`src/rtl/cfg_loader_pkg.sv`:
```
package cfg_loader_pkg;
    localparam int BYTE_W = 8;

    typedef enum logic [1:0] {
        ST_FETCH = 2'd0,
        ST_RUN   = 2'd1,
        ST_FAULT = 2'd2
    } ld_state_e;
endpackage

```
`src/rtl/cfg_crc8_step.sv`:
```
module cfg_crc8_step #(
    parameter logic [7:0] POLY = 8'h07
) (
    input  logic [7:0] crc_in,
    input  logic [7:0] data_in,
    output logic [7:0] crc_out
);
    always_comb begin
        logic [7:0] c;
        c = crc_in ^ data_in;
        for (int b = 0; b < 8; b++) begin
            c = c[7] ? ((c << 1) ^ POLY) : (c << 1);
        end
        crc_out = c;
    end
endmodule

```
`src/rtl/cfg_live_bank.sv`:
```
module cfg_live_bank #(
    parameter int NB = 16
) (
    input  logic            clk,
    input  logic            load,
    input  logic [NB*8-1:0] shadow_in,
    output logic [NB*8-1:0] regs_out
);
    // No reset: contents are undefined until a load passes its check.
    logic [NB*8-1:0] regs_q;

    always_ff @(posedge clk) begin
        if (load) begin
            regs_q <= shadow_in;
        end
    end

    assign regs_out = regs_q;
endmodule

```
`src/rtl/cfg_loader.sv`:
```
module cfg_loader
    import cfg_loader_pkg::*;
#(
    parameter int         NB        = 16,
    parameter int         TIMEOUT   = 64,
    parameter int         MAX_TRIES = 3,
    parameter logic [7:0] POLY      = 8'h07,
    localparam int        AW        = $clog2(NB + 1),
    localparam int        TW        = $clog2(TIMEOUT),
    localparam int        TRW       = $clog2(MAX_TRIES + 1)
) (
    input  logic                 clk,
    input  logic                 rst_n,
    output logic                 rd_req,
    output logic [AW-1:0]        rd_addr,
    input  logic                 rd_ack,
    input  logic [BYTE_W-1:0]    rd_data,
    output logic                 err_low,
    output logic                 slo_high,
    output logic                 done,
    output logic                 cfg_valid,
    output logic [NB*BYTE_W-1:0] cfg_regs
);
    typedef struct packed {
        ld_state_e                     st;
        logic [AW-1:0]                 idx;
        logic [TW-1:0]                 wait_c;
        logic [TRW-1:0]                tries;
        logic [BYTE_W-1:0]             crc;
        logic [NB-1:0][BYTE_W-1:0]     shadow;
        logic                          done;
    } ld_regs_t;

    ld_regs_t   s_q, s_d;
    logic [7:0] crc_nxt;
    logic       commit;
    logic       fail;

    cfg_crc8_step #(.POLY(POLY)) u_crc (
        .crc_in  (s_q.crc),
        .data_in (rd_data),
        .crc_out (crc_nxt)
    );

    always_comb begin
        s_d      = s_q;
        s_d.done = 1'b0;
        commit   = 1'b0;
        fail     = 1'b0;
        if (s_q.st == ST_FETCH) begin
            if (rd_ack) begin
                s_d.wait_c = '0;
                if (s_q.idx == AW'(NB)) begin
                    if (rd_data == s_q.crc) begin
                        s_d.st   = ST_RUN;
                        s_d.done = 1'b1;
                        commit   = 1'b1;
                    end else begin
                        fail = 1'b1;
                    end
                end else begin
                    for (int k = 0; k < NB; k++) begin
                        if (s_q.idx == AW'(k)) begin
                            s_d.shadow[k] = rd_data;
                        end
                    end
                    s_d.crc = crc_nxt;
                    s_d.idx = s_q.idx + 1'b1;
                end
            end else if (s_q.wait_c == TW'(TIMEOUT - 1)) begin
                fail = 1'b1;
            end else begin
                s_d.wait_c = s_q.wait_c + 1'b1;
            end
            if (fail) begin
                s_d.idx    = '0;
                s_d.crc    = '0;
                s_d.wait_c = '0;
                if (s_q.tries == TRW'(MAX_TRIES - 1)) begin
                    s_d.st = ST_FAULT;
                end else begin
                    s_d.tries = s_q.tries + 1'b1;
                end
            end
        end
    end

    always_ff @(posedge clk or negedge rst_n) begin
        if (!rst_n) begin
            s_q    <= '0;
            s_q.st <= ST_FETCH;
        end else begin
            s_q <= s_d;
        end
    end

    cfg_live_bank #(.NB(NB)) u_live (
        .clk       (clk),
        .load      (commit),
        .shadow_in (s_q.shadow),
        .regs_out  (cfg_regs)
    );

    assign rd_req    = (s_q.st == ST_FETCH);
    assign rd_addr   = s_q.idx;
    assign err_low   = (s_q.st != ST_RUN);
    assign slo_high  = (s_q.st != ST_RUN);
    assign cfg_valid = (s_q.st == ST_RUN);
    assign done      = s_q.done;
endmodule

```
`config.mk`:
```
export PLATFORM = sky130hd
export DESIGN_NAME = cfg_loader
export DESIGN_NICKNAME = d
export VERILOG_FILES = /design/src/rtl/cfg_loader_pkg.sv /design/src/rtl/cfg_crc8_step.sv /design/src/rtl/cfg_live_bank.sv /design/src/rtl/cfg_loader.sv
export SDC_FILE = /design/constraint.sdc
export NUM_CORES = 1
export LEC_CHECK = 0
export BUFFER_PORTS_ARGS = -buffer_cell sky130_fd_sc_hd__buf_2
export CAP_MARGIN = 20
export CELL_PAD_IN_SITES_DETAIL_PLACEMENT = 0
export CELL_PAD_IN_SITES_GLOBAL_PLACEMENT = 1
export CORE_MARGIN = 1
export CORE_UTILIZATION = 48
export DETAILED_ROUTE_END_ITERATION = 7
export HOLD_SLACK_MARGIN = 0.06
export PLACE_DENSITY = 0.87
export SLEW_MARGIN = 20
export SYNTH_ARGS = -nofsm -noshare
export SYNTH_HDL_FRONTEND = slang
export SYNTH_SLANG_ARGS = --single-unit
```
`constraint.sdc`:
```
create_clock -name clk -period 12.8 [get_ports clk]
set_input_delay 1.28 -clock clk [delete_from_list [all_inputs] [get_ports clk]]
set_output_delay 1.28 -clock clk [all_outputs]
set_load 0.05 [all_outputs]
```
* Word level (Yosys, flattened, before mapping)
Cells that the tools add are included.
** Word-level totals
- Flip-flop bits (word level) :: 280
- Output and inout bits :: 138
- Logic and storage cells :: 127
** Operators by class
- Add/subtract/negate cells :: 3
- Eq/ne operators :: 23
- Muxes and demuxes :: 45
- Bitwise logic cells :: 11
- Reductions and logical operators :: 22
** Operators with widths (count)
- $mux W137 :: 1
- $mux W136 :: 1
- $mux W8 :: 16
- $reduce_and A4 Y1 :: 16
- $eq A5 B4 Y1 const B :: 8
- $mux W3 :: 8
- $not A3 Y3 :: 8
- $mux W23 :: 1
- $eq A5 B3 Y1 const B :: 4
- $mux W6 :: 2
- $eq A5 B2 Y1 const B :: 2
- $mux W1 :: 10
- $eq A8 B8 Y1 :: 1
- $mux W2 :: 4
- $xor A8 B8 Y8 :: 1
- $mux W7 :: 1
- $add A6 B1 Y6 const B :: 1
- $eq A6 B6 Y1 const B :: 1
- $reduce_and A3 Y1 :: 2
- $add A5 B1 Y5 const B :: 1
- $eq A5 B1 Y1 const B :: 1
- $eq A5 B5 Y1 const B :: 1
- $logic_not A5 Y1 :: 1
- $mux W5 :: 1
- 9 further kinds :: 11

* Longest topological paths before layout
Gate-level depths: netlist (run 1).
- Word-level depth :: 20
- Depth in mapped cells :: 9
- Gate-level depth less buffers :: 7

* Hierarchy
From an unflattened synthesis (run 1), not the netlist that was laid out.
** Second synthesis, totals
- Cells, all modules :: 585
- Area total of the unflattened synthesis :: 10475.0 µm²
** Modules (own cells, without submodules)
- cfg_loader :: instances 1, cells an instance 437, area each 6418.7 µm², sequential area each 3803.6 µm²
- cfg_live_bank :: instances 1, cells an instance 128, area each 3843.7 µm², sequential area each 3843.7 µm²
- cfg_crc8_step :: instances 1, cells an instance 20, area each 212.7 µm², sequential area each 0.0 µm²

* Worst setup path after synthesis (run 1)
No wires, ideal clock.
- Path type :: input to register
- Start point :: in rd_data[7]
- End point :: reg s_q, in the netlist done
- Arrival :: 10915 ps
- Slack :: 868 ps
- Cell stages on the path :: 6
- Buffers on the path :: 1
- Cells stage by stage :: clkbuf_1 -> xnor2_1 -> ha_1 -> and4_1 -> nand3_1 -> nor3_1
** Between the ends
- Cells in the longest elaborated chain, start to end :: 5
** Ends and longest elaborated chain
- start, declared :: RTL line cfg_loader.sv:17 : input logic [BYTE_W-1:0] rd_data,
- $eq A8 B8 Y1 :: RTL line cfg_loader.sv:54 : if (rd_data == s_q.crc) begin
- $mux W1 :: RTL line cfg_loader.sv:54
- $mux W1 :: RTL line cfg_loader.sv:53 : if (s_q.idx == AW'(NB)) begin
- $mux W137 :: RTL line cfg_loader.sv:51 : if (rd_ack) begin
- $mux W1 :: RTL line cfg_loader.sv:50 : if (s_q.st == ST_FETCH) begin
- end, declared :: RTL line cfg_loader.sv:34 : ld_regs_t s_q, s_d;
No other way between the ends. The select of a mux whose other input is x is not followed.
A chain may end at the register's enable or synchronous reset.

* Final worst setup path (run 1)
- Start point :: in rd_data[6]
- End point :: reg u_live.regs_q[31] (netlist: u_live.regs_out[31]), enable pin
** Between the ends
- Cells in the longest elaborated chain, start to end :: 5
** Ends and longest elaborated chain
- $eq A8 B8 Y1 :: RTL line cfg_loader.sv:54
- $mux W1 :: RTL line cfg_loader.sv:54
- $mux W1 :: RTL line cfg_loader.sv:53
- $mux W1 :: RTL line cfg_loader.sv:51
- $mux W1 :: RTL line cfg_loader.sv:50
- via commit :: RTL line cfg_loader.sv:36 : logic commit;
- end signal, assigned :: RTL line cfg_live_bank.sv:14 : regs_q <= shadow_in;
- end, declared :: RTL line cfg_live_bank.sv:10 : logic [NB*8-1:0] regs_q;
The timed path passes the listed nets, and every way through them passes these cells.

==> reports/results.ini, run 1 <==
[job]
drv_cap=0

[routing]
drtIter0Drc=257
drc_errors=0
vias=5368
post_drt_wl_per_cell_um=20.1
postRouteAntennaNets=0
wirelength_um=20700
viasPerCell=5.23
drt-pass1-iter-count=5

[pwr]
peakVddDrop_mv=0.0795
p_leak_nw=5.28
p_per_area_nw_per_um2=161
p_sw_share_pct=23.1
seqPwrFrac_pct=52.3
p_comb_share_pct=9.1
power_mw=1.95
p_clk_share_pct=38.6
p_int_mw=1.50
switching_power_mw=0.449

[cts]
cts_root_buf=clkbuf_16
cts_tree=done
clockBufferDepth=3
cts_setup_buffers=0
cts.sinks=280
cts_resized=0
clk_pin_slew_ns=0.06
htreeDepth=1
cts_hold_buf=0
clock_latency_ns=0.52
cts_made_buffers=26

[global_route]
gr-usage-met2_pct=34.3
met1_usage_pct=24.8
busiest_layer=met2
grt_max_degree=79
grt_pass1_wl_um=32000
antenna_found_initial=0
gr-total-overflow=0
grt_usage_pct=19.2
grt_use_met3_pct=2.36
grt_pass1_vias=5604

[worst_hold_path]
hp-class=reg -> reg

[logic_synthesis]
synth_compound_area_share_pct=1.77
synth_edf_count=128
postSynthCellCount=584
synthArstFlopShare_pct=54.3
synthMuxAreaShare_pct=14.5
ys_seq_area_share_pct=74.1
yosysWarningCount=0
synth.distinct_cells=46
syn_nets=605
synth_top_family_by_area=multiplexers
synthSimpleGateAreaFrac_pct=4.01
synth_area_um2=10300
synth-main-ff-cell=dfrtp_1
avgSynthCellArea_um2=17.7
synthXorXnorAreaFrac_pct=2.19
ys_seq_elements=280
synth_fa_ha_area_share_pct=1.21

[worst_setup_path]
endpoint=u_live.regs_out[31]
worstSetupEndpointType=register
ff2ff_setup_slack_ns=10.14
r2r-start=s_q[132]
crit_fanout=73
crit_chain=buf_2, xnor2_2, ha_1, and4_1, nand3_1, nor3_2, buf_4
crit_required_ns=12.92
r2r-end=u_live.regs_out[31]
cp_slowest_cell=buf_4
r2r_cells=6
setup.worst_path.start=rd_data[6]
cp_slowest_stage_delay_ns=0.72
critPathKind=in -> reg
start_kind=primary input
crit_arrival_ns=3.46

[layout]
final_common_cell=dfrtp_1
syn_to_final_growth_pct=17.3
fin_area_um2=12100
nFillCells=1554
diodes=0
layout-drive-gt1-share_pct=46.0
layout_common_cells=dfrtp_1, buf_2, edfxtp_1
regArea_um2=7650
nNetsFinal=753
multi_input_area_um2=2450

[timing]
slew_headroom_pct=36.2
skew_ns=0.0228
fin_crit_sh_pct=26.1
tns_ns=0
rsz0062_at_grt=no
setup-violations-final=0
hold_ws_ns=0.443
hold_viol=0
min_period_ns=3.33
slew_viol_final=0
fmax_mhz=300
setup_ws_ns=9.47
tightest_slew_ns=0.957

[placement]
placed_area_um2=11300
dp_hpwl_um=13600
gp_congestion=0.789
pre_cts_slack_ns=9.01
portBuffers=148

[die]
start_util_pct=49.1
fp-row-count=53
die_w_um=149
die-area_um2=22100
core_area_um2=21000
chipHeight_um=149
ios=149

[run_status]
outcome=finished clean

==> worst max-delay path: cells and delay by family <==
| kind | cells | cell delay (ns) |
|---|---|---|
| xor gates and xnor gates | 1 | 0.23 |
| adders and majority gates | 1 | 0.20 |
| buffers and inverters | 2 | 1.12 |
| and+or+nand+nor | 3 | 0.55 |
==> state kept, by name, indices dropped and copies added, names as in the netlist <==
signal and count:
done 1, s_q 146, rd_addr 5, u_live.regs_out 128
==> synthesized netlist by cell type, types with 2 or more instances <==
master / n / area share, %
edfxtp_1: 128 / 37
mux2_2: 122 / 13
nor2b_1: 2 / 0.12
nor3_1: 4 / 0.19
buf_4: 8 / 0.58
dfrtp_1: 152 / 37
xnor2_2: 2 / 0.32
o22ai_1: 4 / 0.24
xor2_1: 5 / 0.42
and2_1: 3 / 0.18
nand3_1: 4 / 0.19
buf_6: 3 / 0.33
nand3_4: 3 / 0.51
and3_1: 3 / 0.18
o31ai_1: 2 / 0.15
xnor3_1: 2 / 0.44
nand2_1: 23 / 0.84
nor2_1: 6 / 0.22
inv_1: 11 / 0.40
clkbuf_1: 15 / 0.55
o21ai_0: 10 / 0.48
and2_4: 2 / 0.17
mux2_4: 7 / 1.0
nand2_2: 13 / 0.79
ha_1: 10 / 1.2
buf_2: 4 / 0.19
xnor2_1: 12 / 1.0
a21oi_1: 5 / 0.24
mux2i_1: 2 / 0.19
==> layout make-up <==
class | instances | share of cell area [%]
Timing Repair Buffer | 151 | 6.36
Sequential cell | 280 | 63.2
Multi-Input combinational cell | 261 | 20.3
Inverter | 12 | 0.413
Tap cell | 275 | 2.84
Clock inverter | 13 | 0.982
Clock buffer | 35 | 5.99
==> power groups by stage <==
stage                     logic [mW]  clock network [mW]  registers [mW]
final                          0.177               0.752            1.02
after global routing           0.198               0.797            1.02
after CTS                      0.179               0.765            1.02
after detailed placement       0.177                   0            1.04
after global placement         0.167                   0            1.03
after floorplan                0.146                   0            1.02
==> cells by family after synthesis <==
group,count (synthesis)
fa+ha+maj,10
flops,280
xor+xnor,21
mux,131
compound gates,29
buf+inv,43
simple gates,70
==> metal layers <==
| metal | wire [µm] | vias to the layer above |
|---|---|---|
| li1 | - | 2403 |
| met1 | 8740 | 2805 |
| met2 | 10800 | 132 |
| met3 | 838 | 28 |
| met4 | 342 | 0 |
| met5 | 0 | - |
==> worst min path at each step <==
stage | from | endpoint | slack [ns] | cells past startpoint
after global placement | s_q[84] | u_live.regs_out[83] | 0.43 | 0
after detailed placement | s_q[84] | u_live.regs_out[83] | 0.43 | 0
final | s_q[25] | u_live.regs_out[24] | 0.44 | 0
after global routing | s_q[93] | u_live.regs_out[92] | 0.45 | 0
after CTS | s_q[84] | u_live.regs_out[83] | 0.44 | 0
after floorplan | s_q[1] | u_live.regs_out[0] | 0.42 | 0
==> metrics by stage <==
| stage | utilization (%) | cells |
|---|---|---|
| after detailed placement | 53.6 | 979 |
| after global routing | 57.6 | 1027 |
| after CTS | 57.6 | 1027 |
| final | 57.6 | 1027 |
| after global placement | 53.6 | 979 |
| after floorplan | - | 584 |
No activity file was read; power rests on OpenSTA's default activity.
==> run 2, diff against run 1 <==
==> constraint.sdc (replaced) <==
create_clock -name clk -period 3.3 [get_ports clk]
set_input_delay 0.33 -clock clk [delete_from_list [all_inputs] [get_ports clk]]
set_output_delay 0.33 -clock clk [all_outputs]
set_load 0.05 [all_outputs]
==> run 2 against run 1 <==
  * Wire length down 0.26%
  * Sequential share of layout area down 1.6 points
  * Global-route usage down 0.14 points
  * Highest routed layer unchanged
  * Sequential power rose to 3.9 times the previous value
  * Worst setup slack worse by 8.8 ns
==> reports/results.ini, run 2 (synthesis gave the netlist of run 1 again) <==
[worst_setup_path]
cp_slowest_cell=nor3_4  ; was buf_4
cp_slowest_stage_delay_ns=0.65  ; was 0.72 ns
r2r_cells=6  ; unchanged
crit_chain=xnor2_4, ha_2, and4_1, nand3_2, nor3_4, buf_4  ; was buf_2, xnor2_2, ha_1, and4_1, nand3_1, nor3_2, buf_4
crit_required_ns=3.48  ; was 12.92 ns
start_kind=register  ; was primary input
crit_arrival_ns=2.81  ; was 3.46 ns
crit_fanout=25  ; was 73
critPathKind=reg -> reg  ; was in -> reg
worstSetupEndpointType=register  ; unchanged

[layout]
nFillCells=1513  ; was 1554
regArea_um2=7650  ; about the same
largest_reg_flops=146  ; unchanged
largest-register=s_q  ; unchanged
multi_input_area_um2=2540  ; was 2450 µm²
diodes=0  ; unchanged
layout-drive-gt1-share_pct=48.2  ; was 46.0%
nNetsFinal=764  ; was 753
syn_to_final_growth_pct=20.4  ; was 17.3%
final_common_cell=dfrtp_1  ; unchanged
layout_common_cells=dfrtp_1, buf_2, edfxtp_1  ; unchanged
final_util_pct=59.1  ; was 57.6%

[cts]
cts_root_buf=clkbuf_16  ; unchanged
cts.sinks=280  ; unchanged
htreeDepth=1  ; unchanged
cts_tree=done  ; unchanged
cts_made_buffers=27  ; was 26
clk_pin_slew_ns=0.06  ; about the same
clockBufferDepth=3  ; unchanged
clock_latency_ns=0.52  ; about the same

[routing]
drt-pass1-iter-count=4  ; was 5
vias=5423  ; was 5368
viasPerCell=5.22  ; was 5.23
post_drt_wl_per_cell_um=19.9  ; was 20.1 µm
wirelength_um=20600  ; was 20700 µm
drc_errors=0  ; unchanged
postRouteAntennaNets=0  ; unchanged
drtIter0Drc=347  ; was 257

[timing]
skew_ns=0.0167  ; was 0.0228 ns
fin_crit_sh_pct=79.5
slew_headroom_pct=50.7  ; was 36.2%
fmax_mhz=381
tns_ns=0  ; unchanged
rsz0062_at_grt=no  ; unchanged
slew_viol_final=0  ; unchanged
tightest_slew_ns=0.736  ; was 0.957 ns
hold_viol=0  ; unchanged
min_period_ns=2.62
setup-violations-final=0  ; unchanged

[die]
fp-row-count=53  ; unchanged
start_util_pct=49.1  ; unchanged
die-area_um2=22100  ; unchanged
ios=149  ; unchanged
chipHeight_um=149  ; unchanged
core_area_um2=21000  ; unchanged
die_w_um=149  ; unchanged

[job]
drv_cap=0  ; unchanged

[pwr]
p_per_area_nw_per_um2=645  ; was 161 nW/µm²
p_leak_nw=5.45  ; was 5.28 nW
peakVddDrop_mv=0.320  ; was 0.0795 mV
power_mw=8.02  ; was 1.95 mW

[worst_hold_path]
hp-class=in -> reg  ; was reg -> reg
whs_path_depth=2  ; was 0

[global_route]
grt_pass1_vias=5579  ; was 5604
grt_pass1_wl_um=32000  ; about the same
gr-total-overflow=0  ; unchanged
grt_usage_pct=19.0  ; was 19.2%
grt_max_degree=58  ; was 79
antenna_found_initial=0  ; unchanged

[placement]
gp_congestion=0.796  ; was 0.789
dp_hpwl_um=13900  ; was 13600 µm
portBuffers=148  ; unchanged

[run_status]
outcome=finished clean  ; unchanged

## run 2: cell types whose count changed in the layout (fill, tap and decap cells not counted), moves of 3 or more
| cell | before | now |
|---|---|---|
| xnor2_1 | 12 | 7 |
| buf_4 | 3 | 10 |
| bufinv_16 | 2 | 6 |
| xnor2_4 | 0 | 3 |
## run 2: stage by stage
| step | hold slack [ns] | cell area [µm²] | worst slack (ns) | cells |
|---|---|---|---|---|
| floorplan | 0.0344 | 10400 | -1.39 | 584 |
| global placement | 0.330 | 11400 | 0.565 | 988 |
| detailed placement | 0.339 | 11400 | 0.529 | 988 |
| CTS | 0.135 | 12400 | 0.677 | 1038 |
| global route | 0.170 | 12400 | 0.551 | 1038 |
| finish | 0.159 | 12400 | 0.675 | 1038 |
## run 2: area by class of cell
| class | instances | share of cell area [%] |
|---|---|---|
| Timing Repair Buffer | 161 | 7.02 |
| Sequential cell | 280 | 61.5 |
| Inverter | 12 | 0.403 |
| Clock buffer | 36 | 6.03 |
| Multi-Input combinational cell | 261 | 20.4 |
| Tap cell | 275 | 2.77 |
| Clock inverter | 13 | 1.80 |
## run 2: path summary, 6_finish.rpt
path	start	endpoint	slack, ns
worst min register to register	s_q[10]	u_live.regs_out[9]	0.44
worst max register to register	s_q[135]	u_live.regs_out[64]	0.68
min in group asynchronous	rst_n	s_q[56]	0.36
max in group asynchronous	rst_n	s_q[103]	2.07
worst max-delay path	s_q[135]	u_live.regs_out[64]	0.68
worst min-delay path	rd_ack	s_q[144]	0.16
## run 2: power by group
part	internal [mW]	switching [mW]
Clock	2.07	1.24
Sequential	3.81	0.153
Combinational	0.352	0.400
Total	6.23	1.79
## run 2: routing by layer
metal,global-route usage (%),wire length (µm),vias to the layer above
li1,-,-,2426
met1,24.8,8740,2815
met2,33.0,10500,149
met3,3.25,1020,33
met4,4.90,364,0
met5,0,0,-
## run 2: timing repair
| action | 4_1_cts | 5_1_grt |
|---|---|---|
| hold endpoints to repair | 54 | 0 |
| gates resized for setup | 0 | 0 |
| setup buffers | 0 | 0 |
| hold buffers | 1 | 0 |
## run 2: worst max-delay path, delay by kind of cell (launching register included)
| kind | cells | cell delay (ns) |
|---|---|---|
| buffers and inverters | 1 | 0.42 |
| flip-flops | 1 | 0.46 |
| XOR/XNOR | 1 | 0.25 |
| adder cells (fa/ha/maj) | 1 | 0.21 |
| AND/OR/NAND/NOR | 3 | 0.96 |
==> run 3, diff against run 2 <==
--- a/config.mk
+++ b/config.mk
@@ -10,10 +10,10 @@
 export CELL_PAD_IN_SITES_DETAIL_PLACEMENT = 0
 export CELL_PAD_IN_SITES_GLOBAL_PLACEMENT = 1
 export CORE_MARGIN = 1
-export CORE_UTILIZATION = 48
+export CORE_UTILIZATION = 43
 export DETAILED_ROUTE_END_ITERATION = 7
 export HOLD_SLACK_MARGIN = 0.06
-export PLACE_DENSITY = 0.87
+export PLACE_DENSITY = 0.83
 export SLEW_MARGIN = 20
 export SYNTH_ARGS = -nofsm -noshare
 export SYNTH_HDL_FRONTEND = slang
==> constraint.sdc (replaced) <==
create_clock -name clk -period 2.2 [get_ports clk]
set_input_delay 0.22 -clock clk [delete_from_list [all_inputs] [get_ports clk]]
set_output_delay 0.22 -clock clk [all_outputs]
set_load 0.05 [all_outputs]
==> run 3 against run 2 <==
  * Die area up 11%
  * Wire length is 2.1% lower
  * Hold slack improved by 0.025 ns
  * Largest power group unchanged
  * Sequential cell count stayed put
  * Sequential power increased by 48%
  * Via count decreased by 0.70%
  * Worst setup slack lost 0.54 ns
  * Non-clock buffer count is 13 higher
==> reports/results.ini, run 3 (synthesis gave the netlist of run 1 again) <==
[layout]
largest-register=s_q  ; unchanged
diodes=0  ; unchanged
layout_common_cells=dfrtp_1, buf_2, edfxtp_1  ; unchanged
final_util_pct=53.2  ; was 59.1%
final_common_cell=dfrtp_1  ; unchanged
layout-drive-gt1-share_pct=47.6  ; was 48.2%
syn_to_final_growth_pct=21.1  ; was 20.4%
largest_reg_flops=146  ; unchanged
nNetsFinal=776  ; was 764

[timing]
fmax_mhz=485  ; was 381 MHz
tightest_slew_ns=0.529  ; was 0.736 ns
fin_crit_sh_pct=93.7  ; was 79.5%
rsz0062_at_grt=no  ; unchanged
min_period_ns=2.06  ; was 2.62 ns
slew_viol_final=0  ; unchanged
slew_headroom_pct=64.6  ; was 50.7%
setup-violations-final=0  ; unchanged
tns_ns=0  ; unchanged
skew_ns=0.0293  ; was 0.0167 ns
hold_viol=0  ; unchanged

[cts]
cts_root_buf=clkbuf_16  ; unchanged
cts_setup_buffers=0  ; unchanged
clock_latency_ns=0.53  ; was 0.52 ns
cts_tree=done  ; unchanged
htreeDepth=1  ; unchanged
clk_pin_slew_ns=0.06  ; about the same
cts.sinks=280  ; unchanged
cts_made_buffers=26  ; was 27
clockBufferDepth=3  ; unchanged

[global_route]
grt_usage_pct=16.9  ; was 19.0%
antenna_found_initial=0  ; unchanged
grt_max_degree=61  ; was 58
grt_pass1_wl_um=31300  ; was 32000 µm
grt_pass1_vias=5313  ; was 5579
gr-total-overflow=0  ; unchanged

[die]
chipHeight_um=157  ; was 149 µm
core_area_um2=23500  ; was 21000 µm²
start_util_pct=44.0  ; was 49.1%
fp-row-count=56  ; was 53
ios=149  ; unchanged
die-area_um2=24600  ; was 22100 µm²
die_w_um=157  ; was 149 µm

[worst_setup_path]
start_kind=register  ; unchanged
critPathKind=reg -> reg  ; unchanged
r2r_cells=7  ; was 6
worstSetupEndpointType=register  ; unchanged
r2r-end=u_live.regs_out[59]  ; was u_live.regs_out[64]
crit_required_ns=2.41  ; was 3.48 ns
crit_fanout=28  ; was 25
r2r-start=s_q[136]  ; was s_q[135]
crit_arrival_ns=2.27  ; was 2.81 ns
ff2ff_setup_slack_ns=0.14  ; was 0.68 ns

[run_status]
outcome=finished clean  ; unchanged

[routing]
post_drt_wl_per_cell_um=18.5  ; was 19.9 µm
drtIter0Drc=208  ; was 347
vias=5385  ; was 5423
wirelength_um=20200  ; was 20600 µm
postRouteAntennaNets=0  ; unchanged
drc_errors=0  ; unchanged
drt-pass1-iter-count=4  ; unchanged
viasPerCell=4.92  ; was 5.22

[pwr]
p_sw_share_pct=22.9  ; was 22.3%
p_int_mw=8.90  ; was 6.23 mW
p_leak_nw=5.47  ; was 5.45 nW
p_comb_share_pct=10.1  ; was 9.4%
switching_power_mw=2.64  ; was 1.79 mW
power_mw=11.5  ; was 8.02 mW
peakVddDrop_mv=0.489  ; was 0.320 mV
seqPwrFrac_pct=50.9  ; was 49.4%
p_clk_share_pct=38.9  ; was 41.2%
p_per_area_nw_per_um2=923  ; was 645 nW/µm²

[job]
drv_cap=0  ; unchanged

[worst_hold_path]
hp-class=in -> async  ; was in -> reg

[placement]
gp_congestion=0.749  ; was 0.796
dp_hpwl_um=13400  ; was 13900 µm
portBuffers=148  ; unchanged

==> run 3: cell types whose count changed in the layout (fill, tap and decap cells not counted), moves of 3 or more <==
| cell | delta |
|---|---|
| inv_6 | -3 |
| xnor2_4 | -3 |
| buf_4 | +6 |
| xnor2_1 | +3 |
| buf_12 | +6 |
| bufinv_16 | -4 |
==> run 3: per-stage QoR <==
stage	instance area [µm²]	setup WS, ns	hold slack [ns]	cells
6_report	12500	0.139	0.185	1094
5_1_grt	12500	0.0343	0.229	1094
4_1_cts	12500	0.0766	0.203	1094
3_5_place_dp	11600	0.115	0.192	1044
3_3_place_gp	11600	0.159	0.192	1044
2_1_floorplan	10300	-2.45	-0.0756	584
==> run 3: worst max-delay path by stage <==
stage               startpoint              endpoint  slack (ns)  cells after the start
floorplan             s_q[135]    u_live.regs_out[0]       -2.45                      5
global placement      s_q[133]  u_live.regs_out[102]        0.16                      7
detailed placement    s_q[133]  u_live.regs_out[102]        0.12                      7
CTS                   s_q[133]   u_live.regs_out[64]        0.08                      7
global route          s_q[131]   u_live.regs_out[64]        0.03                      7
finish                s_q[136]   u_live.regs_out[59]        0.14                      7
==> run 3: repair_timing <==
item | 4_1_cts | 5_1_grt
endpoints found under the hold margin | 66 | 0
resized for setup | 0 | 1
setup endpoints to repair | 0 | 64
hold buffers | 2 | 0
==> run 3: critical path, stage by stage, from the launching register on <==
cell     delay (ns)
dfrtp_1        0.41
xnor2_2        0.25
ha_1           0.19
and4_1         0.21
nand3_2        0.12
nor3_4         0.19
buf_12         0.17
buf_12         0.18
==> run 3: layout make-up <==
class	count	area (µm²)
clock inverter	9	101
clock buffer	39	771
multi-input combinational	261	2480
tap	319	399
sequential	280	7650
timing repair buffer	174	1050
fill	1851	11000
inverter	12	50.0
==> run 3: per-layer routing <==
layer	share of wire (%)	vias up	global-route usage [%]
met1	47	2771	24.0
met2	47	149	27.2
met3	4.6	27	2.73
li1	-	2438	-
met5	0	-	0
met4	1.6	0	4.67
==> run 3: power by group through the flow <==
stage / registers (mW) / logic [mW] / clock network, mW
after floorplan: 5.93 / 0.860 / 0
final: 5.87 / 1.17 / 4.49
after global routing: 5.90 / 1.31 / 4.79
after CTS: 5.87 / 1.18 / 4.58
after detailed placement: 5.97 / 1.16 / 0
after global placement: 5.96 / 1.15 / 0
